## src/rtl/btb_pkg.sv

```systemverilog
// Package: shared sizing for the fetch-stage branch target cache.
// Assumes word-based fetch with 2-byte minimum instruction alignment.
package btb_pkg;
    parameter int BTB_ADDR_W  = 32;
    parameter int BTB_IDX_W   = 6;
    parameter int BTB_IDX_LSB = 2;
    parameter int BTB_TAG_W   = BTB_ADDR_W - BTB_IDX_W - BTB_IDX_LSB;
endpackage

```

## src/rtl/btb_store.sv

```systemverilog
// Module: btb_store
// Holds the direct-mapped entries (valid, tag, target) and applies
// execution-side training and global invalidation at the clock edge.
// The read port is combinational on the registered state, so a lookup
// in the same cycle as a write sees the old contents.
// Assumes: invalidate has priority over an update in the same cycle.
module btb_store #(
    parameter int ADDR_W  = btb_pkg::BTB_ADDR_W,
    parameter int IDX_W   = btb_pkg::BTB_IDX_W,
    parameter int IDX_LSB = btb_pkg::BTB_IDX_LSB
) (
    input  logic              clk,
    input  logic              rst_n,
    input  logic              flush_all,
    input  logic              upd_valid,
    input  logic [ADDR_W-1:0] upd_pc,
    input  logic [ADDR_W-1:0] upd_target,
    input  logic              upd_taken,
    input  logic [IDX_W-1:0]  rd_idx,
    output logic              rd_valid,
    output logic [ADDR_W-IDX_W-IDX_LSB-1:0] rd_tag,
    output logic [ADDR_W-1:0] rd_target
);
    localparam int ENTRIES = 1 << IDX_W;
    localparam int TAG_W   = ADDR_W - IDX_W - IDX_LSB;

    logic [ENTRIES-1:0] valid_vec;
    logic [TAG_W-1:0]   tag_arr [ENTRIES];
    logic [ADDR_W-1:0]  tgt_arr [ENTRIES];

    logic [IDX_W-1:0] wr_idx;
    logic [TAG_W-1:0] wr_tag;
    logic             do_alloc;
    logic             do_clear;

    // Decode the training request into allocate or tag-guarded clear.
    always_comb begin
        wr_idx   = upd_pc[IDX_LSB +: IDX_W];
        wr_tag   = upd_pc[ADDR_W-1 -: TAG_W];
        do_alloc = upd_valid && upd_taken && !upd_target[0];
        do_clear = upd_valid && !upd_taken && valid_vec[wr_idx]
                   && (tag_arr[wr_idx] == wr_tag);
    end

    genvar gi;
    generate
        for (gi = 0; gi < ENTRIES; gi++) begin : g_ent
            logic             v_r;
            logic [TAG_W-1:0] tag_r;
            logic [ADDR_W-1:0] tgt_r;
            logic             sel;

            assign sel = (wr_idx == IDX_W'(gi));

            // Valid bit: reset, global clear, allocate, or guarded clear.
            always_ff @(posedge clk) begin
                if (!rst_n)                 v_r <= 1'b0;
                else if (flush_all)         v_r <= 1'b0;
                else if (sel && do_alloc)   v_r <= 1'b1;
                else if (sel && do_clear)   v_r <= 1'b0;
            end

            // Tag and target payload, written only on allocation.
            always_ff @(posedge clk) begin
                if (!flush_all && sel && do_alloc) begin
                    tag_r <= wr_tag;
                    tgt_r <= upd_target;
                end
            end

            assign valid_vec[gi] = v_r;
            assign tag_arr[gi]   = tag_r;
            assign tgt_arr[gi]   = tgt_r;
        end
    endgenerate

    // Combinational read of the entry selected by the fetch address.
    always_comb begin
        rd_valid  = valid_vec[rd_idx];
        rd_tag    = tag_arr[rd_idx];
        rd_target = tgt_arr[rd_idx];
    end

    // global invalidate empties the table by the next cycle.
    a_r9_invalidate_all: assert property (@(posedge clk) disable iff (!rst_n)
        flush_all |=> (valid_vec == '0));

    // an odd-target taken update leaves all valid bits unchanged.
    a_r7_odd_rejected: assert property (@(posedge clk) disable iff (!rst_n)
        (upd_valid && upd_taken && upd_target[0] && !flush_all) |=> $stable(valid_vec));

    // an even-target taken update marks its entry valid.
    a_r5_alloc_valid: assert property (@(posedge clk) disable iff (!rst_n)
        (upd_valid && upd_taken && !upd_target[0] && !flush_all)
        |=> valid_vec[$past(upd_pc[IDX_LSB +: IDX_W])]);
endmodule

```

## src/rtl/btb_lookup.sv

```systemverilog
// Module: btb_lookup
// Compares the entry read for the current fetch address against its tag
// and picks the next fetch address: the stored target on a hit, the next
// sequential word otherwise. Assumes a fixed 4-byte fetch increment.
module btb_lookup #(
    parameter int ADDR_W  = btb_pkg::BTB_ADDR_W,
    parameter int IDX_W   = btb_pkg::BTB_IDX_W,
    parameter int IDX_LSB = btb_pkg::BTB_IDX_LSB
) (
    input  logic              enable,
    input  logic [ADDR_W-1:0] fetch_addr,
    input  logic              rd_valid,
    input  logic [ADDR_W-IDX_W-IDX_LSB-1:0] rd_tag,
    input  logic [ADDR_W-1:0] rd_target,
    output logic              hit,
    output logic [ADDR_W-1:0] next_addr
);
    localparam int TAG_W   = ADDR_W - IDX_W - IDX_LSB;
    localparam int FETCH_B = 1 << IDX_LSB;

    // Hit decision and next-address selection.
    always_comb begin
        hit       = enable && rd_valid && (rd_tag == fetch_addr[ADDR_W-1 -: TAG_W]);
        next_addr = hit ? rd_target : (fetch_addr + ADDR_W'(FETCH_B));
    end
endmodule

```

## src/rtl/btb_fetch_gen.sv

```systemverilog
// Module: btb_fetch_gen
// The fetch address register. It loads the reset address under
// synchronous reset and the chosen next address on every other cycle.
// It checks the sequential and redirect behaviour of its own output.
module btb_fetch_gen #(
    parameter int ADDR_W = btb_pkg::BTB_ADDR_W,
    parameter logic [ADDR_W-1:0] RESET_PC = 'h1000
) (
    input  logic              clk,
    input  logic              rst_n,
    input  logic              redirect,
    input  logic [ADDR_W-1:0] redirect_addr,
    input  logic [ADDR_W-1:0] next_addr,
    output logic [ADDR_W-1:0] fetch_addr
);
    // Advance the fetch address once per cycle.
    always_ff @(posedge clk) begin
        if (!rst_n) fetch_addr <= RESET_PC;
        else        fetch_addr <= next_addr;
    end

    // without a hit, the fetch address steps by one word.
    a_r2_sequential: assert property (@(posedge clk) disable iff (!rst_n)
        !redirect |=> (fetch_addr == $past(fetch_addr) + ADDR_W'(4)));

    // after a hit, fetch resumes at the stored target.
    a_r3_redirect: assert property (@(posedge clk) disable iff (!rst_n)
        redirect |=> (fetch_addr == $past(redirect_addr)));
endmodule

```

## src/rtl/btb_fetch_top.sv

```systemverilog
// Module: btb_fetch_top
// Fetch-stage branch target cache with its fetch address register.
// Each cycle the current fetch address is looked up. A hit raises
// fetch_flush and redirects fetch to the stored target. The execute
// stage trains the table through the update port.
// Assumes the surrounding fetch pipeline acts on fetch_flush in the
// same cycle it is raised.
module btb_fetch_top #(
    parameter int ADDR_W  = btb_pkg::BTB_ADDR_W,
    parameter int IDX_W   = btb_pkg::BTB_IDX_W,
    parameter int IDX_LSB = btb_pkg::BTB_IDX_LSB,
    parameter logic [ADDR_W-1:0] RESET_PC = 'h1000
) (
    input  logic              clk,
    input  logic              rst_n,
    input  logic              bp_enable,
    input  logic              flush_all,
    input  logic              upd_valid,
    input  logic [ADDR_W-1:0] upd_pc,
    input  logic [ADDR_W-1:0] upd_target,
    input  logic              upd_taken,
    output logic [ADDR_W-1:0] fetch_addr,
    output logic              fetch_flush
);
    localparam int TAG_W = ADDR_W - IDX_W - IDX_LSB;

    logic              rd_valid;
    logic [TAG_W-1:0]  rd_tag;
    logic [ADDR_W-1:0] rd_target;
    logic [ADDR_W-1:0] next_addr;
    logic              hit;

    btb_store #(.ADDR_W(ADDR_W), .IDX_W(IDX_W), .IDX_LSB(IDX_LSB)) u_store (
        .clk        (clk),
        .rst_n      (rst_n),
        .flush_all  (flush_all),
        .upd_valid  (upd_valid),
        .upd_pc     (upd_pc),
        .upd_target (upd_target),
        .upd_taken  (upd_taken),
        .rd_idx     (fetch_addr[IDX_LSB +: IDX_W]),
        .rd_valid   (rd_valid),
        .rd_tag     (rd_tag),
        .rd_target  (rd_target)
    );

    btb_lookup #(.ADDR_W(ADDR_W), .IDX_W(IDX_W), .IDX_LSB(IDX_LSB)) u_lookup (
        .enable     (bp_enable),
        .fetch_addr (fetch_addr),
        .rd_valid   (rd_valid),
        .rd_tag     (rd_tag),
        .rd_target  (rd_target),
        .hit        (hit),
        .next_addr  (next_addr)
    );

    btb_fetch_gen #(.ADDR_W(ADDR_W), .RESET_PC(RESET_PC)) u_gen (
        .clk           (clk),
        .rst_n         (rst_n),
        .redirect      (hit),
        .redirect_addr (rd_target),
        .next_addr     (next_addr),
        .fetch_addr    (fetch_addr)
    );

    assign fetch_flush = hit;

    // with predictions disabled the flush strobe stays low.
    a_r4_disabled_quiet: assert property (@(posedge clk) disable iff (!rst_n)
        !bp_enable |-> !fetch_flush);

    // a redirect target is always 2-byte aligned.
    a_r3_even_target: assert property (@(posedge clk) disable iff (!rst_n)
        fetch_flush |-> !rd_target[0]);
endmodule

```

## config.mk

```make
export PLATFORM = sky130hd
export DESIGN_NAME = btb_fetch_top
export DESIGN_NICKNAME = d
export VERILOG_FILES = /design/src/rtl/btb_pkg.sv /design/src/rtl/btb_store.sv /design/src/rtl/btb_lookup.sv /design/src/rtl/btb_fetch_gen.sv /design/src/rtl/btb_fetch_top.sv
export SDC_FILE = /design/constraint.sdc
export NUM_CORES = 2
export LEC_CHECK = 0
export ABC_AREA = 0
export ABC_CLOCK_PERIOD_IN_PS = 11410
export BUFFER_PORTS_ARGS = -buffer_cell sky130_fd_sc_hd__buf_2
export CORE_UTILIZATION = 47
export CTS_CLUSTER_DIAMETER = 80
export DETAILED_ROUTE_END_ITERATION = 12
export PLACE_DENSITY = 0.62
export RECOVER_POWER = 50
export SYNTH_ARGS = -nofsm -noshare
export SYNTH_HDL_FRONTEND = slang
export SYNTH_HIERARCHICAL = 1
export SYNTH_SLANG_ARGS = --single-unit
export TNS_END_PERCENT = 100
```

## constraint.sdc

```tcl
create_clock -name clk -period 11.41 [get_ports clk]
set_input_delay 1.141 -clock clk [delete_from_list [all_inputs] [get_ports clk]]
set_output_delay 1.141 -clock clk [all_outputs]
set_load 0.03 [all_outputs]
```

======== After elaboration in Yosys (flattened, before gate mapping) ========
Cells that the tools add are included.
operators by class
  add/subtract/negate cells ............... 1
  magnitude comparators ................... 4
  equal/unequal tests ..................... 65
  muxes and demuxes ....................... 142
  bitwise logic cells ..................... 3
  reduce and logical (&&, ||, !) cells .... 332
operators with widths
  operator               number
  $bmux 24 s6            2
  $logic_and 1x1->1      263
  $bmux 32 s6            1
  $eq 6x6->1 const B     32
  $mux 1                 130
  $reduce_bool 2->1      64
  $eq 6x5->1 const B     16
  $mux 24                4
  $mux 32                3
  $eq 24x24->1           2
  $eq 6x4->1 const B     8
  $add 32x3->32 const B  1
  $eq 6x3->1 const B     4
  $ge 7x7->1 const B     2
  $lt 6x7->1 const B     2
  $not 6->7              2
  $bmux 1 s6             2
  $eq 6x2->1 const B     2
  $eq 6x1->1 const B     1
  $logic_not 6->1        1
  $logic_not 1->1        3
  $reduce_or 2->1        1
  $not 1->1              1
storage, ports and cells
  register bits ........................... 3680
  input bits .............................. 70
  output and inout port bits .............. 33
  word-level logic and storage cells ...... 740

======== Longest topological paths before layout ========
  depth after elaboration ................. 9
  gate-level depth with buffers ........... 18
  mapped depth without buffers ............ 11

======== Modules after synthesis ========
Netlist, hierarchy kept.
by module, submodules not included
  module         times used  cells an instance  area an instance (sq um)  seq. area each (sq um)
  btb_store      1           7020               153566.0                  108904.4
  btb_lookup     1           166                1322.5                    0.0
  btb_fetch_gen  1           67                 895.9                     640.6

======== Least setup slack after synthesis ========
No wires, ideal clock.
  kind .................................... register to output
  start ................................... register u_gen.fetch_addr[2]
  end ..................................... output port fetch_flush
  data arrival time ....................... 5155 ps
  data required time ...................... 10269 ps
  slack ................................... 5114 ps
  stages on the path, launching flop included .. 14
  buffers on the path ..................... 5
  path through ............................ dfxtp_1 clkbuf_1 clkbuf_1 clkbuf_1 buf_1 buf_1 mux4_2 mux4_2 mux2i_1 o21ai_0 xor2_1 nor4_1 nand4_1 nor4_1
between the ends
  cells in the longest elaborated chain, start to end .. 6
  elaborated cells between the ends (all ways) .. 9
  those cells by class .................... 1 x eq/ne; 5 x mux; 1 x bitwise; 2 x reduce/logical
ends and longest elaborated chain
  what                                        line                 RTL
  start: declaration                          btb_fetch_gen.sv:14  output logic [ADDR_W-1:0] fetch_addr
  start signal: assignment                    btb_fetch_gen.sv:19  else fetch_addr <= next_addr;
  $not 6->7 (not written as such)             btb_store.sv:80      rd_tag = tag_arr[rd_idx];
  $bmux 24 s6                                 btb_store.sv:80
  $mux 24 (not written as such) (2 in a row)  btb_store.sv:80
  named net rd_tag[21]                        btb_fetch_top.sv:28  logic [TAG_W-1:0] rd_tag;
  $eq 24x24->1                                btb_lookup.sv:23     hit = enable && rd_valid && (rd_tag == fetch_addr[ADDR_W-1 -: TAG_W]);
  $logic_and 1x1->1                           btb_lookup.sv:23
  end: declaration                            btb_fetch_top.sv:23  output logic fetch_flush
The timed path passes the listed nets, and every way through them passes these cells. The select of a mux whose other input is x is not followed.

======== Worst setup path in the final report ========
  start ................................... input port upd_pc[7]
  end ..................................... register u_store.g_ent[52].tgt_r[4] (enable)
between the ends
  cells in the longest elaborated chain, start to end .. 3
ends and longest elaborated chain
  what                            line                 RTL
  start: declaration              btb_fetch_top.sv:19  input logic [ADDR_W-1:0] upd_pc,
  $eq 6x6->1                      btb_store.sv:53      assign sel = (wr_idx == IDX_W'(gi));
  $logic_and 1x1->1 (2 in a row)  btb_store.sv:65      if (!flush_all && sel && do_alloc) begin
  end signal: assignment          btb_store.sv:67      tgt_r <= upd_target;
  end: declaration                btb_store.sv:50      logic [ADDR_W-1:0] tgt_r;
No other way between the ends.
A chain may end at the register's enable or synchronous reset.

==> qor.yml <==
finish:
  final_common_cell: "edfxtp_1"
  layout-drive-gt1-share_pct: 30.7
  nNetsFinal: 7573
  area_growth_pct: 11.8
  n_fill_cell: 25400
  final_area_um2: 174000
  final_cell_mix: "edfxtp_1 (3,584), mux4_2 (1,401), mux2i_1 (403), clkbuf_16 (392), buf_4 (224)"
  fin_util_pct: 52.8
timing:
  post-route-period-util_pct: 76.2
  hold_violations: 0
  setup_violations: 0
  worst_pin_slew_ns: 3.60
  max-slew-margin-rel_pct: -140
  min_period_ns: 8.69
  fmax_mhz: 115
  fin_worst_skew_ns: 0.0597
  rsz0062_at_grt: "false"
  tns_ns: 0
  worst_hold_slack_ns: 0.525
  slew_violations: 3889
synth:
  synthFlopType: "edfxtp_1"
  synthesis.area_um2: 156000
  synth.yosys.seq_area_share_pct: 70.3
  syn_nets: 7324
  synth_seq_cells: 3680
  synth-edff-count: 3584
  avgSynthCellArea_um2: 21.5
  synth.distinct_cells: 86
  ys_warn_count: 6
  synthCells: 7253
  async_flop_share_pct: 0
detailed_routing:
  via_per_inst: 6.97
  postRouteAntennaNets: 0
  wl_per_cell_um: 41.0
  drcViolationCount: 0
  drt_first_iter_violations: 12700
  routed_wl_um: 501000
  first_pass_iters: 8
  via_count: 85000
cts:
  cts_max_level: 5
  clock_latency_ns: 0.96
  cts.sinks: 3680
  cts.clk_slew.worst_paths_ns: 0.06
  holdBufCountCts: 0
  root_buffer: "clkbuf_16"
  cts_buffers: 384
  cts.path.max_buffers: 4
  cts_resized: 0
  cts_setup_buffers: 0
  cts_tree: "built"
status:
  violations: "capacitance limit, slew limit"
  outcome: "finished with violations"
global_route:
  antenna_found_initial: 41
  grt_pass1_wl_um: 685000
  grt_pass1_vias: 83700
  grt-ovfl-total: 0
  globalRouteTotalUtil_pct: 29.9
  grt_max_degree: 134
placement:
  routabilityCongestion: 0.895
  dpl.hpwl_um: 279000
  port_buffers: 100
  place_area_um2: 162000
min_path:
  min_to: "u_store/g_ent[16].v_r$_SDFFE_PP0P_"
  hold_class: "flip-flop to flip-flop"
  whs_path_depth: 2
  holdCritStartpoint: "u_store/g_ent[16].v_r$_SDFFE_PP0P_"
job:
  maxCapViolations: 64
critical_path:
  critPathArrivalTime_ns: 9.24
  r2r_cells: 12
  path_class: "input port to flip-flop"
  critPathMaxFanout: 26
  worstPathRequired_ns: 11.96
  r2r_slack_ns: 5.10
  start_kind: "input port"
  reg2reg_to: "u_gen/fetch_addr[4]$_SDFF_PN0_"
  reg2reg_from: "u_gen/fetch_addr[3]$_SDFF_PN0_"
  critPathCaptureType: "flip-flop"
power:
  p_per_area_nw_per_um2: 167
  p_leak_nw: 53.1
  irDropWorstVdd_v: 0.000138
floorplan:
  fp.dieW_um: 578
  die_y_um: 578
  io_pins: 103
  core_um2: 330000
  die_area_um2: 334000
  rows: 211
  start_util_pct: 47.2
-- metal layers --
layer	vias to the layer above	track usage, %	share of wire (%)	routed length [um]
met5	-	0.255	0.059	298
met4	28	12.3	4.8	24000
met3	1162	7.87	12	59300
met2	5566	46.0	46	230000
met1	46300	40.8	37	187000
li1	31900	-	-	-
-- worst max-delay path by stage --
stage                                    from                                   end  slack (ns)  cells after the start
2_1_floorplan  u_gen/fetch_addr[2]$_SDFF_PN0_                           fetch_flush        5.11                     13
3_3_place_gp                        upd_pc[2]    u_store/g_ent[32].v_r$_SDFFE_PP0P_        4.08                     13
3_5_place_dp                        upd_pc[2]    u_store/g_ent[32].v_r$_SDFFE_PP0P_        4.03                     13
4_1_cts        u_gen/fetch_addr[2]$_SDFF_PN0_                           fetch_flush        3.17                     13
5_1_grt                             upd_pc[5]    u_store/g_ent[40].v_r$_SDFFE_PP0P_        2.90                     13
6_report                            upd_pc[7]  u_store/g_ent[52].tgt_r[4]$_DFFE_PP_        2.72                      8
-- power breakdown --
group | internal [mW] | total, mW | switching, mW
registers | 14.9 | 14.9 | 0.0177
clock network | 6.97 | 12.2 | 5.28
logic | 0.844 | 2.02 | 1.17
total | 22.7 | 29.1 | 6.47
-- flip-flops by register name, indices dropped and copies added, names as in the netlist --
signal / cells
u_gen/fetch_addr: 32
u_store/g_ent.tag_r: 1536
u_store/g_ent.tgt_r: 2048
u_store/g_ent.v_r: 64
-- cells by family (layout without fill, tap and decap cells) --
| logic type | Yosys count | after routing | synth area share (%) |
|---|---|---|---|
| DFF | 3680 | 3680 | 70.3 |
| muxes | 1869 | 1869 | 23.3 |
| and+or+nand+nor | 649 | 649 | 2.15 |
| buffers and inverters | 516 | 1075 | 1.61 |
| AOI/OAI and AO/OA | 469 | 469 | 2.21 |
| xor gates and xnor gates | 69 | 69 | 0.388 |
| adders and majority gates | 1 | 1 | 0.00803 |
| other | 0 | 28 | 0 |
-- area by class of cell --
| cell class | count | area, um2 | share of cell area [%] |
|---|---|---|---|
| Tap cell | 4366 | 5460 | 3.14 |
| Timing Repair Buffer | 368 | 2620 | 1.50 |
| Inverter | 11 | 41.3 | 0.0237 |
| Antenna cell | 28 | 70.1 | 0.0402 |
| Sequential cell | 3680 | 110000 | 62.9 |
| Multi-Input combinational cell | 3057 | 44200 | 25.4 |
| Clock buffer | 477 | 10200 | 5.87 |
| Clock inverter | 219 | 1950 | 1.12 |
-- synthesized netlist by cell type, drive strengths merged (20+ instances only) --
cell / count / area [um2]
mux2i: 403 / 4030
a22oi: 125 / 938
xor2: 31 / 272
clkbuf: 276 / 1040
nor2: 150 / 571
xnor2: 38 / 333
buf: 229 / 1430
nand2: 119 / 447
mux4: 1401 / 31600
edfxtp: 3584 / 108000
nand4: 37 / 238
and2: 43 / 308
o22ai: 45 / 282
o221a: 34 / 383
nor3: 24 / 120
mux2: 65 / 732
nand3: 149 / 746
o211ai: 42 / 315
o21ai: 71 / 355
nor4: 22 / 150
a211oi: 20 / 150
nor2b: 26 / 163
a21oi: 42 / 214
dfxtp: 96 / 1920
-- worst max-delay path, cell delays in order --
cell and delay (ns):
clkbuf_1 0.09, clkbuf_1 1.52, clkbuf_1 1.05, and2_0 0.94
nand2_1 0.11, clkbuf_1 0.79, nor2_1 2.44, buf_4 0.93
-- through the flow --
stage	std cells	worst slack, ns	power, mW
CTS	12200	3.17	29.2
global route	12200	2.90	29.9
global placement	11500	4.08	17.1
detailed placement	11500	4.03	17.1
finish	12200	2.72	29.1
floorplan	7253	5.11	16.4
(Power assumes the default switching activity.)
